==> config.mk <==
export PLATFORM = sky130hd
export DESIGN_NAME = cascade_irq_ctrl
export DESIGN_NICKNAME = d
export VERILOG_FILES = /design/src/rtl/cascade_irq_pkg.sv /design/src/rtl/irq_prio_pick.sv /design/src/rtl/irq_core.sv /design/src/rtl/cascade_irq_ctrl.sv
export SDC_FILE = /design/constraint.sdc
export NUM_CORES = 1
export LEC_CHECK = 0
export ABC_AREA = 1
export BUFFER_PORTS_ARGS = -buffer_cell sky130_fd_sc_hd__buf_2
export CAP_MARGIN = 20
export CORE_MARGIN = 2
export CORE_UTILIZATION = 45
export DETAILED_ROUTE_END_ITERATION = 8
export PLACE_DENSITY = 0.65
export SLEW_MARGIN = 10
export SYNTH_ARGS = -nofsm -noshare
export SYNTH_HDL_FRONTEND = slang
export SYNTH_HIERARCHICAL = 1
export SYNTH_SLANG_ARGS = --single-unit
==> constraint.sdc <==
create_clock -name clk_i -period 3.27 [get_ports clk_i]
set_input_delay 0.654 -clock clk_i [delete_from_list [all_inputs] [get_ports clk_i]]
set_output_delay 0.654 -clock clk_i [all_outputs]
set_load 0.05 [all_outputs]
==> src/rtl/cascade_irq_pkg.sv <==
package cascade_irq_pkg;
  localparam int unsigned CORE_PRI  = 0;
  localparam int unsigned CORE_SEC  = 1;
  localparam int unsigned NUM_CORES = 2;
endpackage

==> src/rtl/irq_prio_pick.sv <==
module irq_prio_pick #(
  parameter int unsigned N  = 8,
  localparam int unsigned SW = $clog2(N)
) (
  input  logic [N-1:0]  vec_i,
  output logic          any_o,
  output logic [SW-1:0] idx_o
);
  always_comb begin
    idx_o = '0;
    for (int i = N - 1; i >= 0; i--) begin
      if (vec_i[i]) idx_o = SW'(i);
    end
    any_o = |vec_i;
  end
endmodule

==> src/rtl/irq_core.sv <==
module irq_core #(
  parameter int unsigned N  = 8,
  localparam int unsigned SW = $clog2(N)
) (
  input  logic          clk_i,
  input  logic          rst_ni,
  input  logic [N-1:0]  req_i,
  input  logic [N-1:0]  mask_i,
  input  logic [N-1:0]  inj_i,
  input  logic          ack_i,
  input  logic          eoi_i,
  output logic          pend_o,
  output logic [SW-1:0] sel_o,
  output logic          pick_o
);
  logic [N-1:0]  req_q, irr_q, isr_q, allow, cand, irr_clr, rise, fall;
  logic          cand_any, isr_any;
  logic [SW-1:0] cand_idx, isr_low;

  assign rise = req_i & ~req_q;
  assign fall = ~req_i & req_q;

  // a line is eligible only if no in-service bit sits at or below it
  always_comb begin
    logic run;
    run = 1'b0;
    for (int i = 0; i < N; i++) begin
      run      = run | isr_q[i];
      allow[i] = ~run;
    end
  end

  assign cand = irr_q & ~mask_i & allow;

  irq_prio_pick #(.N(N)) u_pick (.vec_i(cand),  .any_o(cand_any), .idx_o(cand_idx));
  irq_prio_pick #(.N(N)) u_low  (.vec_i(isr_q), .any_o(isr_any),  .idx_o(isr_low));

  assign pick_o = ~pend_o & cand_any & ~ack_i;

  always_comb begin
    irr_clr = fall & mask_i;
    if (pick_o) irr_clr = irr_clr | (N'(1) << cand_idx);
    if (ack_i)  irr_clr = irr_clr | (N'(1) << sel_o);
  end

  always_ff @(posedge clk_i or negedge rst_ni) begin
    if (!rst_ni) begin
      req_q  <= '0;
      irr_q  <= '0;
      isr_q  <= '0;
      pend_o <= 1'b0;
      sel_o  <= '0;
    end else begin
      req_q <= req_i;
      irr_q <= (irr_q & ~irr_clr) | rise | inj_i;
      if (ack_i) begin
        isr_q  <= ((eoi_i && isr_any) ? (isr_q & ~(N'(1) << isr_low)) : isr_q) | (N'(1) << sel_o);
        pend_o <= 1'b0;
      end else begin
        if (eoi_i && isr_any) isr_q <= isr_q & ~(N'(1) << isr_low);
        if (pick_o) begin
          pend_o <= 1'b1;
          sel_o  <= cand_idx;
        end
      end
    end
  end
endmodule

==> src/rtl/cascade_irq_ctrl.sv <==
module cascade_irq_ctrl
  import cascade_irq_pkg::*;
#(
  parameter int unsigned LINES = 8,
  parameter int unsigned VW    = 8,
  parameter int unsigned CAS   = 2,
  localparam int unsigned SW   = $clog2(LINES),
  localparam int unsigned TOT  = NUM_CORES * LINES
) (
  input  logic           clk_i,
  input  logic           rst_ni,
  input  logic [TOT-1:0] irq_i,
  input  logic [TOT-1:0] mask_i,
  input  logic           ack_i,
  input  logic           eoi_pri_i,
  input  logic           eoi_sec_i,
  input  logic [VW-1:0]  pri_base_i,
  input  logic [VW-1:0]  sec_base_i,
  output logic           int_o,
  output logic [VW-1:0]  vec_o,
  output logic           vld_o
);
  logic [LINES-1:0] inj_arr  [NUM_CORES];
  logic             ack_arr  [NUM_CORES];
  logic             eoi_arr  [NUM_CORES];
  logic             pend_arr [NUM_CORES];
  logic [SW-1:0]    sel_arr  [NUM_CORES];
  logic             pick_arr [NUM_CORES];
  logic             pri_ack, sec_ack, sec_pend, via_cas;
  logic [VW-1:0]    vec_d;

  assign via_cas = (sel_arr[CORE_PRI] == SW'(CAS));
  assign pri_ack = ack_i & pend_arr[CORE_PRI];
  assign sec_ack = pri_ack & via_cas;
  assign sec_pend = pend_arr[CORE_SEC];

  always_comb begin
    inj_arr[CORE_PRI]      = '0;
    inj_arr[CORE_PRI][CAS] = pick_arr[CORE_SEC];
    inj_arr[CORE_SEC]      = '0;
    ack_arr[CORE_PRI]      = pri_ack;
    ack_arr[CORE_SEC]      = sec_ack;
    eoi_arr[CORE_PRI]      = eoi_pri_i;
    eoi_arr[CORE_SEC]      = eoi_sec_i;
  end

  for (genvar g = 0; g < NUM_CORES; g++) begin : g_core
    irq_core #(.N(LINES)) u_core (
      .clk_i  (clk_i),
      .rst_ni (rst_ni),
      .req_i  (irq_i[g*LINES +: LINES]),
      .mask_i (mask_i[g*LINES +: LINES]),
      .inj_i  (inj_arr[g]),
      .ack_i  (ack_arr[g]),
      .eoi_i  (eoi_arr[g]),
      .pend_o (pend_arr[g]),
      .sel_o  (sel_arr[g]),
      .pick_o (pick_arr[g])
    );
  end

  // low SW bits of a base are replaced by the line number
  assign vec_d = via_cas
    ? ((sec_base_i & ~VW'(LINES - 1)) | VW'(sel_arr[CORE_SEC]))
    : ((pri_base_i & ~VW'(LINES - 1)) | VW'(sel_arr[CORE_PRI]));

  always_ff @(posedge clk_i or negedge rst_ni) begin
    if (!rst_ni) begin
      vec_o <= '0;
      vld_o <= 1'b0;
    end else begin
      vld_o <= pri_ack;
      if (pri_ack) vec_o <= vec_d;
    end
  end

  assign int_o = pend_arr[CORE_PRI];
endmodule

==> metrics.log <==
[metrics] total number of placement rows: 32
[metrics] category of the worst setup path launch point: register
[metrics] buffer depth of the longest clock path: 2
[metrics] DRC violation count after routing: 0
[metrics] post-synthesis instance area: approximately 3600 um2
[metrics] Hold Violations, Final: 0
[metrics] most frequent standard cell in the layout excluding fill and tap cells: sky130_fd_sc_hd__nand2_1
[metrics] DRT iter0 DRCs: 161
[metrics] endpoints failing setup: 0
[metrics] maximum fanout along the worst path: 5
[metrics] kind of critical path: register to register
[metrics] mean instance size in the synthesized netlist: around 7.1 um2
[metrics] count of distinct cell types in the synthesized netlist: 29
[metrics] total area of multi-input combinational cells: roughly 1600 um2
[metrics] antenna violations before repair: 0
[metrics] total iterations of the first detailed-routing run: 5
[metrics] final slew viol count: 0
[metrics] TritonCTS clock tree: yes
[metrics] number of buffers created by CTS: 9
[metrics] Vias per Instance: around 4.7
[metrics] total inserted antenna cells: 0
[metrics] EDFF count, synth: 0
[metrics] post-synthesis cell type with the largest combined area: sky130_fd_sc_hd__dfrtp_1
[metrics] cell count after synthesis: 511
[metrics] highest metal layer with signal wires: met4
[metrics] clock latency on the worst-skew pair: roughly 0.34 ns
[metrics] pre-CTS setup slack: 0.8413 ns
[metrics] fill cell instance count of the final layout: 734
[metrics] highest attainable clock frequency: ~410 MHz
[metrics] Horiz. Die Dim: 93.53 um
[metrics] leading post-synthesis cells by cell area: sky130_fd_sc_hd__dfrtp_1 (45%), sky130_fd_sc_hd__nand2_1 (13%), sky130_fd_sc_hd__inv_1 (10%)
[metrics] Critical Path, Cell by Cell: nor2_2 -> nand3_1 -> nor2_1 -> nand3_1 -> nor2_1 -> inv_1 -> nand2_1 -> nand2_1 -> nand2_1 -> nand2_1 -> a21oi_1 -> inv_1 -> nor2_1 -> inv_1 -> nor2_1 -> o21ai_1
[metrics] outcome: finished clean
[metrics] wirelength, routed: 8041 um
[metrics] register area share after synthesis: 0.4509
[metrics] worst clock skew on the final layout: 0.006779 ns
[metrics] I/O pin total: 63
[metrics] number of nets still failing antenna checks after routing: 0
[metrics] VDD IR-drop max: 0.5394 mV
[metrics] routed wire length on met3: between 300 and 400 um
[metrics] number of port buffers: 56
[metrics] vias in the first global route: ~3000
[metrics] largest net degree at the start of global routing: 34
[metrics] hold buffer count at cts: 0
[metrics] number of register bits inferred by synthesis: 65
[metrics] data required time of the worst path: approximately 3.5 ns
[metrics] final period utilization: 0.7550
[metrics] final critical path time including I/O delays and setup: around 2.5 ns
[metrics] Overall Global Routing Usage: 0.1995
[metrics] Die Span Y: just over 90 um
[metrics] unrepaired setup endpoints after global routing: false
[metrics] remaining global-route overflow: 0
[metrics] leakage power: 0.002308 uW
[metrics] Min-Delay Path Class: input pin to asynchronous set/reset pin
[metrics] Final TNS setup: 0 ns
[metrics] CP max stage delay: ~0.44 ns
[metrics] ys async rst share: 1.000
[metrics] top_reg_cell synth: sky130_fd_sc_hd__dfrtp_1
[metrics] most used cells in the layout excluding fill and tap cells: sky130_fd_sc_hd__nand2_1 (127), sky130_fd_sc_hd__inv_1 (96), sky130_fd_sc_hd__nor2_1 (71), sky130_fd_sc_hd__dfrtp_1 (65), sky130_fd_sc_hd__buf_2 (56)
[metrics] max-cap violations: 0
[metrics] total number of H-tree levels: 3
[metrics] Placeable Area: 7727 um2
[metrics] layout cell share with drive strength beyond 1: 0.1527
[metrics] critical path buffer and inverter count: 3
[metrics] Via Count: 3307
[metrics] YS warnings: 6
[metrics] signed area change from the synthesized netlist to the final layout: 19.01%
[metrics] Layout Nets: 645
[metrics] Met2 Routed Length: 3444 um
[metrics] footprint of the flip-flops and latches: 1627 um2
[metrics] die area: 8748 um2
[metrics] clock-pin transition on the worst setup and hold timing paths: 0.07 ns
[metrics] clock tree root buffer cell: sky130_fd_sc_hd__clkbuf_8
[metrics] CP endpoint kind: register
[metrics] DRT met1 WL: approximately 4100 um
[metrics] Critical Path AT: between 2 and 3 ns
[metrics] Placer Congestion: 0.8651
[metrics] power density cells: 846.0 nW/um2
[metrics] DP HPWL: 6292 um
[metrics] slew at the pin closest to its max-slew limit: 0.7599 ns
[metrics] post-cts resize count: 0
[metrics] clock sink count: 65
[metrics] cell type of the slowest stage on the worst timing path: sky130_fd_sc_hd__dfrtp_1
[metrics] relative slew slack: 0.4934
[metrics] average wire length per cell after detail routing: 11.52 um
[metrics] global-route wire length before repair: 13590 um
[metrics] postcts setup bufs: 0
[metrics] Starting Density: 0.4668
[metrics] area fraction of the dominant cell type after synthesis: 0.4509
[metrics] critical path's top delay family: simple AND/OR/NAND/NOR gates
[metrics] fin worst setup slack: 0.8011 ns
-- final cells by class --
class                           count  share of cell area
Timing Repair Buffer               58             0.07170
Inverter                           99             0.08656
Multi-Input combinational cell    359              0.3841
Tap cell                          102             0.02973
Clock buffer                       12             0.03381
Sequential cell                    65              0.3789
Clock inverter                      3             0.01516
-- where the power goes --
group / internal [uW] / switching [uW] / total, uW
clock: 446 / 295 / 740
sequential: 1010 / 204 / 1210
combinational: 515 / 1170 / 1680
total: 1970 / 1660 / 3630
-- worst register-to-register path, delay by kind of cell (launching register included) --
kind	cells	cell delay, ns
simple gates	11	1.36
buf+inv	3	0.25
flops	1	0.44
compound gates	2	0.30
-- path summary, 6_finish.rpt --
check / start / endpoint / slack, ns / cells after the start
setup / recovery: g_core[1].u_core/isr_q[0] / g_core[1].u_core/irr_q[1] / 0.80 / 16
hold / removal: rst_ni / g_core[0].u_core/req_q[5] / 0.38 / 1
setup reg to reg: g_core[1].u_core/isr_q[0] / g_core[1].u_core/irr_q[1] / 0.80 / 16
hold reg to reg: vec_o[6] / vec_o[6] / 0.48 / 2
max in group asynchronous: rst_ni / g_core[1].u_core/irr_q[4] / 2.26 / 2
min in group clk_i: irq_i[3] / g_core[0].u_core/req_q[3] / 0.43 / 1
-- registers in the layout, summed over array words and instances, names as in the netlist --
name                  cells
g_core.u_core/irr_q      16
g_core.u_core/req_q      16
vld_o                     1
g_core.u_core/sel_o       6
g_core.u_core/pend_o      2
vec_o                     8
g_core.u_core/isr_q      16
-- cell usage after synthesis, types with 2 or more instances --
cell and number:
sky130_fd_sc_hd__nand2_1 127, sky130_fd_sc_hd__inv_1 96, sky130_fd_sc_hd__nor2_1 71, sky130_fd_sc_hd__dfrtp_1 65, sky130_fd_sc_hd__nand3_1 39, sky130_fd_sc_hd__o21ai_0 32
sky130_fd_sc_hd__a21oi_1 19, sky130_fd_sc_hd__nand4_1 10, sky130_fd_sc_hd__o21a_1 5, sky130_fd_sc_hd__a31oi_1 4, sky130_fd_sc_hd__nor2_2 4, sky130_fd_sc_hd__nor3_2 4
sky130_fd_sc_hd__o21ai_1 4, sky130_fd_sc_hd__or2_1 4, sky130_fd_sc_hd__nand2_2 3, sky130_fd_sc_hd__nand3b_1 3, sky130_fd_sc_hd__nor2_4 3, sky130_fd_sc_hd__nor3_1 3
sky130_fd_sc_hd__nor3b_1 3, sky130_fd_sc_hd__inv_2 2, sky130_fd_sc_hd__nand3_2 2
-- per-layer routing --
metal / vias to the layer above / global-route usage
met4: 0 / 0.07246
met3: 7 / 0.04351
met5: - / 0
met2: 72 / 0.2992
met1: 1493 / 0.2847
li1: 1735 / -
-- cells by family after synthesis --
family / after synthesis / synth area share
simple gates: 279 / 0.3458
buf+inv: 101 / 0.1065
other cells: 1 / 0.001040
flops: 65 / 0.4509
compound gates: 65 / 0.09573
-- stage by stage --
stage,instances,area [um2],power (uW),utilization,hold slack (ns)
4_1_cts,698,4293,3655,0.5555,0.3953
6_report,698,4293,3632,0.5555,0.3756
5_1_grt,698,4293,3948,0.5555,0.4131
3_3_place_gp,683,4083,2862,0.5283,0.4625
2_1_floorplan,525,3660,2472,-,0.3584
3_5_place_dp,683,4083,2893,0.5283,0.4594
Power figures use the tool's default switching activity.
